## config.mk

```make
export PLATFORM = sky130hd
export DESIGN_NAME = acc_core
export DESIGN_NICKNAME = d
export VERILOG_FILES = /design/src/rtl/acc_pkg.sv /design/src/rtl/acc_alu.sv /design/src/rtl/acc_branch.sv /design/src/rtl/acc_ctrl.sv /design/src/rtl/acc_datapath.sv /design/src/rtl/acc_core.sv
export SDC_FILE = /design/constraint.sdc
export NUM_CORES = 1
export LEC_CHECK = 0
export BUFFER_PORTS_ARGS = -buffer_cell sky130_fd_sc_hd__buf_2
export CAP_MARGIN = 40
export CORE_ASPECT_RATIO = 0.8
export CORE_MARGIN = 3
export CORE_UTILIZATION = 55
export DETAILED_ROUTE_END_ITERATION = 7
export PLACE_DENSITY = 0.77
export SKIP_CTS_REPAIR_TIMING = 1
export SLEW_MARGIN = 15
export SYNTH_ARGS = -nofsm -noshare
export SYNTH_HDL_FRONTEND = slang
export SYNTH_SLANG_ARGS = --single-unit
```

## constraint.sdc

```tcl
create_clock -name clk -period 3.9 [get_ports clk]
set_input_delay 0.39 -clock clk [delete_from_list [all_inputs] [get_ports clk]]
set_output_delay 0.39 -clock clk [all_outputs]
set_load 0.01 [all_outputs]
```

## src/rtl/acc_pkg.sv

```systemverilog
package acc_pkg;

    localparam int OPC_W = 4;

    localparam int FLAG_GT = 2;
    localparam int FLAG_EQ = 1;
    localparam int FLAG_LT = 0;

    typedef enum logic [OPC_W-1:0] {
        OP_LOAD  = 4'b0000,
        OP_STORE = 4'b0001,
        OP_CLEAR = 4'b0010,
        OP_ADD   = 4'b0011,
        OP_INC   = 4'b0100,
        OP_SUB   = 4'b0101,
        OP_DEC   = 4'b0110,
        OP_CMP   = 4'b0111,
        OP_JMP   = 4'b1000,
        OP_JGT   = 4'b1001,
        OP_JEQ   = 4'b1010,
        OP_JLT   = 4'b1011,
        OP_JGE   = 4'b1100,
        OP_JLE   = 4'b1101,
        OP_JNE   = 4'b1110,
        OP_HALT  = 4'b1111
    } opcode_e;

    typedef enum logic [3:0] {
        ST_FETCH_MAR,
        ST_FETCH_REQ,
        ST_FETCH_MDR,
        ST_FETCH_IR,
        ST_DECODE,
        ST_EXEC_REQ,
        ST_EXEC_MDR,
        ST_EXEC_ALU,
        ST_STORE_WR,
        ST_HALTED
    } state_e;

    typedef enum logic [1:0] {
        MDR_SRC_MEM,
        MDR_SRC_ALU,
        MDR_SRC_ACC,
        MDR_SRC_ZERO
    } mdr_src_e;

    typedef struct packed {
        logic     mar_from_pc;
        logic     mar_from_ir;
        logic     mdr_ld;
        mdr_src_e mdr_src;
        logic     ir_ld;
        logic     pc_inc;
        logic     pc_jump;
        logic     acc_ld;
        logic     flags_ld;
        logic     mem_fetch;
        logic     mem_store;
        logic     halted;
    } ctrl_t;

endpackage

```

## src/rtl/acc_alu.sv

```systemverilog
module acc_alu
    import acc_pkg::*;
#(
    parameter int DATA_W = 16
) (
    input  opcode_e           op,
    input  logic [DATA_W-1:0] acc,
    input  logic [DATA_W-1:0] operand,
    output logic [DATA_W-1:0] result,
    output logic [2:0]        cmp_flags
);

    always_comb begin
        unique case (op)
            OP_LOAD: result = operand;
            OP_ADD:  result = acc + operand;
            OP_SUB:  result = acc - operand;
            OP_INC:  result = operand + DATA_W'(1);
            OP_DEC:  result = operand - DATA_W'(1);
            default: result = operand;
        endcase
    end

    always_comb begin
        cmp_flags          = '0;
        cmp_flags[FLAG_GT] = (operand > acc);
        cmp_flags[FLAG_EQ] = (operand == acc);
        cmp_flags[FLAG_LT] = (operand < acc);
    end

endmodule

```

## src/rtl/acc_branch.sv

```systemverilog
module acc_branch
    import acc_pkg::*;
(
    input  opcode_e    op,
    input  logic [2:0] flags,
    output logic       taken
);

    logic gt, eq, lt;

    assign gt = flags[FLAG_GT];
    assign eq = flags[FLAG_EQ];
    assign lt = flags[FLAG_LT];

    always_comb begin
        unique case (op)
            OP_JMP:  taken = 1'b1;
            OP_JGT:  taken = gt;
            OP_JEQ:  taken = eq;
            OP_JLT:  taken = lt;
            OP_JGE:  taken = gt | eq;
            OP_JLE:  taken = lt | eq;
            OP_JNE:  taken = ~eq;
            default: taken = 1'b0;
        endcase
    end

endmodule

```

## src/rtl/acc_ctrl.sv

```systemverilog
module acc_ctrl
    import acc_pkg::*;
(
    input  logic    clk,
    input  logic    rst,
    input  opcode_e op,
    input  logic    branch_taken,
    output ctrl_t   ctl
);

    state_e state_q, state_d;
    logic   is_operand_op;
    logic   is_rmw_op;
    logic   is_write_op;

    assign is_operand_op = (op == OP_LOAD) || (op == OP_ADD) || (op == OP_SUB) ||
                           (op == OP_CMP)  || (op == OP_INC) || (op == OP_DEC);
    assign is_rmw_op     = (op == OP_INC) || (op == OP_DEC);
    assign is_write_op   = (op == OP_STORE) || (op == OP_CLEAR);

    always_ff @(posedge clk) begin
        if (rst) begin
            state_q <= ST_FETCH_MAR;
        end else begin
            state_q <= state_d;
        end
    end

    always_comb begin
        state_d = state_q;
        unique case (state_q)
            ST_FETCH_MAR: state_d = ST_FETCH_REQ;
            ST_FETCH_REQ: state_d = ST_FETCH_MDR;
            ST_FETCH_MDR: state_d = ST_FETCH_IR;
            ST_FETCH_IR:  state_d = ST_DECODE;
            ST_DECODE: begin
                if (op == OP_HALT)      state_d = ST_HALTED;
                else if (is_operand_op) state_d = ST_EXEC_REQ;
                else if (is_write_op)   state_d = ST_STORE_WR;
                else                    state_d = ST_FETCH_MAR;
            end
            ST_EXEC_REQ:  state_d = ST_EXEC_MDR;
            ST_EXEC_MDR:  state_d = ST_EXEC_ALU;
            ST_EXEC_ALU:  state_d = is_rmw_op ? ST_STORE_WR : ST_FETCH_MAR;
            ST_STORE_WR:  state_d = ST_FETCH_MAR;
            ST_HALTED:    state_d = ST_HALTED;
            default:      state_d = ST_FETCH_MAR;
        endcase
    end

    always_comb begin
        ctl         = '0;
        ctl.mdr_src = MDR_SRC_MEM;
        unique case (state_q)
            ST_FETCH_MAR: ctl.mar_from_pc = 1'b1;
            ST_FETCH_REQ: ctl.mem_fetch   = 1'b1;
            ST_FETCH_MDR: ctl.mdr_ld      = 1'b1;
            ST_FETCH_IR: begin
                ctl.ir_ld  = 1'b1;
                ctl.pc_inc = 1'b1;
            end
            ST_DECODE: begin
                ctl.mar_from_ir = is_operand_op || is_write_op;
                if (op == OP_STORE) begin
                    ctl.mdr_ld  = 1'b1;
                    ctl.mdr_src = MDR_SRC_ACC;
                end else if (op == OP_CLEAR) begin
                    ctl.mdr_ld  = 1'b1;
                    ctl.mdr_src = MDR_SRC_ZERO;
                end
                ctl.pc_jump = branch_taken;
            end
            ST_EXEC_REQ: ctl.mem_fetch = 1'b1;
            ST_EXEC_MDR: ctl.mdr_ld    = 1'b1;
            ST_EXEC_ALU: begin
                ctl.acc_ld   = (op == OP_LOAD) || (op == OP_ADD) || (op == OP_SUB);
                ctl.flags_ld = (op == OP_CMP);
                if (is_rmw_op) begin
                    ctl.mdr_ld  = 1'b1;
                    ctl.mdr_src = MDR_SRC_ALU;
                end
            end
            ST_STORE_WR: ctl.mem_store = 1'b1;
            ST_HALTED:   ctl.halted    = 1'b1;
            default:     ctl.halted    = 1'b0;
        endcase
    end

endmodule

```

## src/rtl/acc_datapath.sv

```systemverilog
module acc_datapath
    import acc_pkg::*;
#(
    parameter int              ADDR_W     = 12,
    parameter int              DATA_W     = 16,
    parameter logic [ADDR_W-1:0] START_ADDR = '0
) (
    input  logic              clk,
    input  logic              rst,
    input  ctrl_t             ctl,
    input  logic [DATA_W-1:0] mem_rdata,
    output logic [ADDR_W-1:0] mar,
    output logic [DATA_W-1:0] mdr,
    output logic [ADDR_W-1:0] pc,
    output logic [DATA_W-1:0] acc,
    output logic [2:0]        flags,
    output opcode_e           op
);

    logic [DATA_W-1:0] ir;
    logic [DATA_W-1:0] alu_result;
    logic [2:0]        alu_flags;
    logic [ADDR_W-1:0] ir_addr;

    assign op      = opcode_e'(ir[DATA_W-1 -: OPC_W]);
    assign ir_addr = ir[ADDR_W-1:0];

    acc_alu #(.DATA_W(DATA_W)) u_alu (
        .op        (op),
        .acc       (acc),
        .operand   (mdr),
        .result    (alu_result),
        .cmp_flags (alu_flags)
    );

    always_ff @(posedge clk) begin
        if (rst) begin
            pc    <= START_ADDR;
            mar   <= '0;
            mdr   <= '0;
            ir    <= '0;
            acc   <= '0;
            flags <= '0;
        end else begin
            if (ctl.mar_from_pc) mar <= pc;
            else if (ctl.mar_from_ir) mar <= ir_addr;

            if (ctl.mdr_ld) begin
                unique case (ctl.mdr_src)
                    MDR_SRC_MEM:  mdr <= mem_rdata;
                    MDR_SRC_ALU:  mdr <= alu_result;
                    MDR_SRC_ACC:  mdr <= acc;
                    MDR_SRC_ZERO: mdr <= '0;
                    default:      mdr <= mem_rdata;
                endcase
            end

            if (ctl.ir_ld) ir <= mdr;

            if (ctl.pc_jump) pc <= ir_addr;
            else if (ctl.pc_inc) pc <= pc + ADDR_W'(1);

            if (ctl.acc_ld)   acc   <= alu_result;
            if (ctl.flags_ld) flags <= alu_flags;
        end
    end

endmodule

```

## src/rtl/acc_core.sv

```systemverilog
module acc_core
    import acc_pkg::*;
#(
    parameter int                ADDR_W     = 12,
    parameter logic [ADDR_W-1:0] START_ADDR = '0,
    localparam int               DATA_W     = ADDR_W + OPC_W
) (
    input  logic              clk,
    input  logic              rst,
    output logic [ADDR_W-1:0] mem_addr,
    output logic [DATA_W-1:0] mem_wdata,
    input  logic [DATA_W-1:0] mem_rdata,
    output logic              mem_fetch,
    output logic              mem_store,
    output logic              halted,
    output logic [ADDR_W-1:0] pc_out,
    output logic [DATA_W-1:0] acc_out,
    output logic [2:0]        flags_out
);

    ctrl_t   ctl;
    opcode_e op;
    logic    taken;
    logic [2:0] flags;

    acc_ctrl u_ctrl (
        .clk          (clk),
        .rst          (rst),
        .op           (op),
        .branch_taken (taken),
        .ctl          (ctl)
    );

    acc_branch u_branch (
        .op    (op),
        .flags (flags),
        .taken (taken)
    );

    acc_datapath #(
        .ADDR_W     (ADDR_W),
        .DATA_W     (DATA_W),
        .START_ADDR (START_ADDR)
    ) u_datapath (
        .clk       (clk),
        .rst       (rst),
        .ctl       (ctl),
        .mem_rdata (mem_rdata),
        .mar       (mem_addr),
        .mdr       (mem_wdata),
        .pc        (pc_out),
        .acc       (acc_out),
        .flags     (flags),
        .op        (op)
    );

    assign mem_fetch = ctl.mem_fetch;
    assign mem_store = ctl.mem_store;
    assign halted    = ctl.halted;
    assign flags_out = flags;

endmodule

```

==> results of run 1 <==
## area by class of cell
| cell class | instances | area share [%] |
|---|---|---|
| multi-input cells | 617 | 59.3 |
| clock inverters | 5 | 0.831 |
| repair buffers | 103 | 8.50 |
| flip-flops and latches | 79 | 23.4 |
| clock buffers | 11 | 3.73 |
| inverters | 30 | 1.66 |
| well taps | 140 | 2.59 |
## per-layer routing
layer	share of wire (%)	up-vias
met5	0	-
met4	2.7	0
met3	7.9	51
met2	46	281
met1	43	2940
li1	-	3010
## stage by stage
step                      hold slack (ns)  power, mW  utilization (%)  instances
after floorplan                     0.444       1.57                -        774
after global placement              0.464       1.77             62.5        969
after detailed placement            0.471       1.79             62.5        969
after CTS                           0.477       2.66             65.5        985
after global routing                0.505       2.81             65.6        985
final                               0.479       2.67             65.6        985
## report_power, final
part / internal [mW] / total (mW) / switching, mW
sequential: 0.849 / 0.904 / 0.0556
clock: 0.530 / 0.867 / 0.338
combinational: 0.370 / 0.898 / 0.528
total: 1.75 / 2.67 / 0.921
## flip-flops by register name, summed over array words and instances, names as in the netlist
register,count
u_datapath.flags,3
u_datapath.pc,12
u_datapath.mdr,16
u_datapath.mar,12
u_ctrl.state_q,4
u_datapath.acc,16
u_datapath.ir,16
## synth_stat cells, types with 7 or more instances
cell type | instances | area share, %
clkbuf_1 | 40 | 2.6
o21ai_0 | 32 | 2.7
nand2b_1 | 13 | 1.4
dfxtp_1 | 79 | 27
or3_1 | 9 | 0.96
a21o_1 | 8 | 1.0
nand4_1 | 11 | 1.2
a211oi_1 | 39 | 5.0
xnor2_1 | 20 | 3.0
a21oi_1 | 72 | 6.1
ha_1 | 33 | 7.0
o31ai_1 | 7 | 0.89
o21a_1 | 7 | 0.89
nand3_1 | 16 | 1.4
nor3_1 | 33 | 2.8
nand2_1 | 72 | 4.6
inv_1 | 30 | 1.9
nor2_1 | 84 | 5.4
a31oi_1 | 10 | 1.1
o22ai_1 | 8 | 0.85
xor2_1 | 13 | 1.9
mux2i_1 | 31 | 5.3
## kinds of logic (layout without fill, tap and decap cells)
kind of cell	Yosys count	after routing	synth area share (%)
simple gates	273	273	22.2
compound gates	243	243	27.2
flops	79	79	26.9
buf+inv	78	149	5.37
fa+ha+maj	35	35	7.71
xor+xnor	33	33	4.92
mux	33	33	5.66
## critical path, cell delays in order, from the launching register on
cell and delay, ns:
dfxtp_1 0.31, buf_4 0.16, inv_1 0.06, ha_1 0.17, nand2_1 0.08, or3_1 0.44, nor4_2 0.23, xnor2_1 0.16
a21oi_1 0.10, ha_1 0.38, a21oi_1 0.30, o21ai_0 0.21, a21oi_1 0.21, nor2_1 0.06, a211oi_1 0.30, xnor2_1 0.16
o41ai_1 0.24
## worst paths after layout
path / from / to / slack [ns] / depth (start not counted)
worst max-delay path: u_datapath.acc[1] / u_datapath.acc[15] / 0.23 / 16
worst min-delay path: u_datapath.ir[8] / u_datapath.ir[8] / 0.48 / 2
worst max register to register: u_datapath.acc[1] / u_datapath.acc[15] / 0.23 / 16
worst min register to register: u_datapath.ir[8] / u_datapath.ir[8] / 0.48 / 2
==> results.cfg, run 1 <==
[sta]
clock_skew_ns = 0.00781
clock.fmax_mhz = 272
fin_setup_tns_ns = 0
maxSlewViolCount = 0
hold_viol = 0
setup_slack_ns = 0.227
tightest_slew_ns = 0.924
slew_headroom_pct = 38.3
period_needed_ns = 3.67
setup_violations = 0
period_share_pct = 94.2
rsz0062_at_grt = no

[critical_path]
crit_required_ns = 4.13
crit_path_end_kind = flip-flop
cp_data_arrival_time_ns = 3.90
startpoint_type = flip-flop
critPathMaxFanout = 7
critPathKind = flip-flop to flip-flop

[global_routing]
use_met2_pct = 48.5
antenna_found_initial = 0
grt_pass1_wl_um = 29400
grt_max_degree = 45
grt_pass1_vias = 5819
use_met3_pct = 5.79
overflow = 0
top_usage_layer = met2
grtUsageMet1_pct = 41.2
grtUsageTotal_pct = 30.4

[yosys]
synth.cell_area_um2 = 5880
synth_edf_count = 0
syn_inst = 774
yosysWarningCount = 0
synth_nets = 827
yosysSeqAreaShare_pct = 26.9
async_flop_share_pct = 0
syn_area_per_cell_um2 = 7.59
yosys_register_bits = 79
ys.flop_type = dfxtp_1
yosysUniqueCellTypes = 70

[drt]
dr.pass1.iters = 5
drt-total-wl_um = 18500
via_per_inst = 6.38
ant_nets = 0
routedWlPerCell_um = 18.7
drc = 0
dr_total_vias = 6282
drt_iter0_markers = 707

[pwr]
max-vdd-ir-drop_v = 0.000236
p_leak_nw = 2.93
pwr_density_cell_nw_per_um2 = 394

[layout]
final_cell_area_um2 = 6770
seqCellArea_um2 = 1580
fin_nets = 893
multi_input_area_um2 = 4020
final_common_cell = nor2_1
diodes = 0
fill_cells = 906
area_growth_pct = 15.2
layout_common_cells = nor2_1 (84), buf_2 (79), dfxtp_1 (79), a21oi_1 (72), nand2_1 (72)
layout-drive-gt1-share_pct = 16.0

[clock_tree]
cts_tree = yes
cts_root_buf = clkbuf_16
max-clock-path-buffers = 2
path_clk_slew_ns = 0.06
cts_buffers = 9
worstSkewPairLatency_ns = 0.34
htree_num_levels = 3
clkSinkCount = 79

[placement]
portBuffers = 79
dp_hpwl_um = 13700
place_ws_ns = 0.200
gp_congestion = 1.01
place_area_um2 = 6450

[hold_path]
min_path_type = flip-flop to flip-flop

[floorplan]
io_pins = 80
start_util_pct = 56.9
die_w_um = 122
design.core.area_um2 = 10300
fp.dieH_um = 98.5
rows = 33
die-area_um2 = 12000

[flow_run]
max_cap_viol_count = 0

[status]
status = completed
(Power assumes the default switching activity.)
==> run 2, diff against run 1 <==
CORE_UTILIZATION = 45   (was 55)
PLACE_DENSITY = not set   (was 0.77)
==> results.cfg, run 2 (synthesis gave the netlist of run 1 again) <==
[sta]
period_needed_ns = 3.70
clock.fmax_mhz = 270
period_share_pct = 94.8
fin_setup_tns_ns = 0
hold_viol = 0
whs_ns = 0.441
tightest_slew_ns = 0.940
rsz0062_at_grt = no
maxSlewViolCount = 0
slew_headroom_pct = 36.8
setup_violations = 0
clock_skew_ns = 0.0110

[drt]
drc = 0
ant_nets = 0
drt-total-wl_um = 19700
routedWlPerCell_um = 19.4
dr.pass1.iters = 5
drt_iter0_markers = 495
via_per_inst = 6.15
dr_total_vias = 6251

[pwr]
pwr_density_cell_nw_per_um2 = 390
max-vdd-ir-drop_v = 0.000205
p_leak_nw = 2.94
total_power_mw = 2.66

[layout]
layout_common_cells = nor2_1 (84), buf_2 (79), dfxtp_1 (79), nand2_1 (72), a21oi_1 (71)
fin_util_pct = 54.6
area_growth_pct = 16.0
reg_top3 = u_datapath.acc x16, u_datapath.ir x16, u_datapath.mdr x16
final_common_cell = nor2_1
diodes = 0
final_cell_count_no_fill = 1017
layout-drive-gt1-share_pct = 16.2
fin_nets = 894

[floorplan]
rows = 36
fp.dieH_um = 108
start_util_pct = 47.1
die_w_um = 134
die-area_um2 = 14500
design.core.area_um2 = 12500
io_pins = 80

[clock_tree]
cts_root_buf = clkbuf_16
cts_buffers = 9
worstSkewPairLatency_ns = 0.34
clkSinkCount = 79
cts_tree = yes
htree_num_levels = 3
max-clock-path-buffers = 2
path_clk_slew_ns = 0.07

[critical_path]
rrSetupSlack_ns = 0.20
slowest_stage = or4_1
slowest_delay_ns = 0.45
rr_endpoint = u_datapath.acc[14]
rr_worst_depth = 14
critPathMaxFanout = 6
crit_path_end_kind = flip-flop
critPathLaunch = u_datapath.acc[0]
r2r_start = u_datapath.acc[0]
crit_required_ns = 4.15
critPathKind = flip-flop to flip-flop
startpoint_type = flip-flop
cp_data_arrival_time_ns = 3.95
path_cells = or3_1 > or4_1 > buf_4 > nor3_1 > xnor2_1 > a21oi_1 > ha_1 > a21o_1 > a21o_1 > a21oi_1 > nand2_1 > mux2_2 > o211a_1 > a211oi_1
crit_end = u_datapath.acc[14]

[global_routing]
overflow = 0
grt_max_degree = 35
grt_pass1_vias = 5649
grt_pass1_wl_um = 30500
antenna_found_initial = 0
grtUsageTotal_pct = 26.6

[hold_path]
min_path_type = primary input to flip-flop

[placement]
portBuffers = 79
gp_congestion = 0.866
dp_hpwl_um = 14700
dp.cells = 1001

[status]
status = completed

[flow_run]
max_cap_viol_count = 0
run 2: worst min path at each step:
stage                                start                end  slack [ns]  depth (start not counted)
after global placement    u_datapath.ir[6]   u_datapath.pc[6]        0.46                          2
after detailed placement  u_datapath.ir[0]   u_datapath.ir[0]        0.47                          2
final                                  rst  u_datapath.pc[11]        0.44                          2
after floorplan           u_datapath.ir[8]   u_datapath.pc[8]        0.44                          2
after CTS                              rst  u_datapath.pc[11]        0.43                          2
after global routing                   rst  u_datapath.pc[11]        0.47                          2
run 2: final cells by class:
type / instances / area (µm²)
Fill cell: 1235 / 5660
Tap cell: 171 / 214
Multi-Input combinational cell: 617 / 4020
Timing Repair Buffer: 104 / 599
Clock inverter: 7 / 62.6
Sequential cell: 79 / 1580
Clock buffer: 9 / 225
Inverter: 30 / 113
run 2: layer usage:
layer / GRT usage [%] / share of wire, % / up-vias
met3: 3.77 / 5.5 / 11
met1: 37.5 / 48 / 3020
met2: 44.2 / 46 / 218
li1: - / - / 3002
met4: 3.96 / 0.74 / 0
met5: 0 / 0 / -
run 2: worst max-delay path: cells and delay by family (launching register included):
kind	cells	cell delay, ns
adder cells (fa/ha/maj)	1	0.35
buffers and inverters	1	0.18
AND/OR/NAND/NOR	4	1.18
flip-flops	1	0.35
multiplexers	1	0.26
AO/OA/AOI/OAI	6	1.12
XOR/XNOR	1	0.14
run 2: metrics by stage:
| stage | instance area, µm² | setup slack (ns) |
|---|---|---|
| after floorplan | 5880 | 0.458 |
| after global placement | 6490 | 0.317 |
| after detailed placement | 6520 | 0.225 |
| after CTS | 6810 | 0.170 |
| after global routing | 6820 | 0.0115 |
| final | 6820 | 0.202 |
run 2: where the power goes:
| group | switching [mW] | internal [mW] |
|---|---|---|
| combinational | 0.541 | 0.376 |
| clock | 0.388 | 0.447 |
| sequential | 0.0564 | 0.848 |
==> run 3, diff against run 2 <==
PLACE_DENSITY = 0.67   (was not set)
clock period = 3 ns   (was 3.9 ns; I/O delays follow)
==> results.cfg, run 3 (synthesis gave the netlist of run 1 again) <==
[pwr]
pwr_density_cell_nw_per_um2 = 522
p_leak_nw = 3.42
max-vdd-ir-drop_v = 0.000285
total_power_mw = 4.02

[critical_path]
critPathKind = flip-flop to flip-flop
cp_data_arrival_time_ns = 3.59
crit_required_ns = 3.26
crit_end = u_datapath.acc[14]
rr_endpoint = u_datapath.acc[14]
startpoint_type = flip-flop
critPathLaunch = u_datapath.acc[1]
rrSetupSlack_ns = -0.33
crit_path_end_kind = flip-flop
rr_worst_depth = 13
r2r_start = u_datapath.acc[1]
critPathMaxFanout = 5

[drt]
drt_iter0_markers = 644
routedWlPerCell_um = 19.2
drt-total-wl_um = 20800
dr.pass1.iters = 6
drc = 0
dr_total_vias = 6650
ant_nets = 0
via_per_inst = 6.11

[sta]
tightest_slew_ns = 0.898
hold_viol = 0
setup_slack_ns = -0.330
rsz0062_at_grt = yes
clock.fmax_mhz = 300
period_share_pct = 111
maxSlewViolCount = 0
setup_violations = 20
slew_headroom_pct = 40.1
period_needed_ns = 3.33
clock_skew_ns = 0.00475
fin_setup_tns_ns = -4.11

[layout]
layout_common_cells = buf_4 (92), nor2_1 (79), buf_2 (79), dfxtp_1 (74), nand2_1 (69)
fin_nets = 965
final_common_cell = buf_4
fill_cells = 1119
diodes = 0
reg_top3 = u_datapath.acc x16, u_datapath.ir x16, u_datapath.mdr x16
area_growth_pct = 31.0
layout-drive-gt1-share_pct = 27.7

[floorplan]
start_util_pct = 47.1
io_pins = 80
die-area_um2 = 14500
die_w_um = 134
design.core.area_um2 = 12500
rows = 36
fp.dieH_um = 108

[clock_tree]
cts_root_buf = clkbuf_16
cts_tree = yes
worstSkewPairLatency_ns = 0.34
max-clock-path-buffers = 2
htree_num_levels = 3
clkSinkCount = 79
cts_buffers = 9
path_clk_slew_ns = 0.06

[global_routing]
grt_pass1_vias = 6236
overflow = 0
antenna_found_initial = 0
grtUsageTotal_pct = 27.7
grt_pass1_wl_um = 32100
grt_max_degree = 53

[flow_run]
max_cap_viol_count = 0

[status]
status = complete, but fails checks
violations = negative setup slack

[placement]
portBuffers = 79
dp_hpwl_um = 15300
gp_congestion = 1.03

[hold_path]
min_path_type = primary input to flip-flop
[run 3: cell types whose count changed in the layout (fill, tap and decap cells not counted), sizes merged]
cell      before  now
clkinvlp       1    0
clkbuf         9   11
inv           35   31
bufinv         0    2
buf          104  175
clkinv         1    2
[run 3: how the worst min path moves through the flow]
stage,startpoint,to,cells past startpoint
finish,mem_rdata[6],u_datapath.mdr[6],4
global route,mem_rdata[8],u_datapath.mdr[8],5
CTS,mem_rdata[6],u_datapath.mdr[6],4
global placement,u_datapath.ir[8],u_datapath.pc[8],2
floorplan,u_datapath.ir[8],u_datapath.pc[8],2
detailed placement,u_datapath.ir[2],u_datapath.ir[2],2
[run 3: layer usage]
layer | global-route usage [%] | vias up | share of wire [%]
li1 | - | 3139 | -
met1 | 38.3 | 3160 | 45
met2 | 43.5 | 298 | 45
met3 | 5.77 | 53 | 7.8
met4 | 8.37 | 0 | 2.4
met5 | 0 | - | 0
[run 3: where the power goes]
part | internal [mW] | switching [mW] | total, mW
combinational | 0.735 | 0.841 | 1.58
sequential | 1.10 | 0.0569 | 1.16
clock | 0.809 | 0.474 | 1.28
total | 2.65 | 1.37 | 4.02
[run 3: metrics by stage]
step | util, % | hold slack [ns] | std cells | cell area, µm² | worst slack (ns)
after floorplan | - | 0.444 | 774 | 5960 | -0.294
after global placement | 56.7 | 0.465 | 1065 | 7080 | -0.303
after detailed placement | 56.8 | 0.468 | 1066 | 7090 | -0.364
after CTS | 59.6 | 0.404 | 1082 | 7440 | -0.388
after global routing | 61.7 | 0.451 | 1088 | 7700 | -0.505
final | 61.7 | 0.410 | 1088 | 7700 | -0.330
[run 3: final cells by class]
cell class / instances / area (µm²) / area share [%]
clock inverter: 5 / 86.3 / 1.12
inverter: 30 / 113 / 1.46
sequential: 79 / 1590 / 20.7
timing repair buffer: 175 / 1150 / 14.9
clock buffer: 11 / 264 / 3.43
tap: 171 / 214 / 2.78
multi-input combinational: 617 / 4280 / 55.6
[run 3: critical path, stage by stage (launching register included)]
cell       delay [ns]
dfxtp_4          0.34
or3_4            0.38
or4_4            0.50
nor2_4           0.11
xnor2_1          0.11
a21oi_1          0.09
ha_1             0.34
o21a_1           0.16
o21ai_2          0.07
o2bb2ai_2        0.14
a311oi_2         0.26
mux2_4           0.33
o211a_1          0.23
a211oi_2         0.18
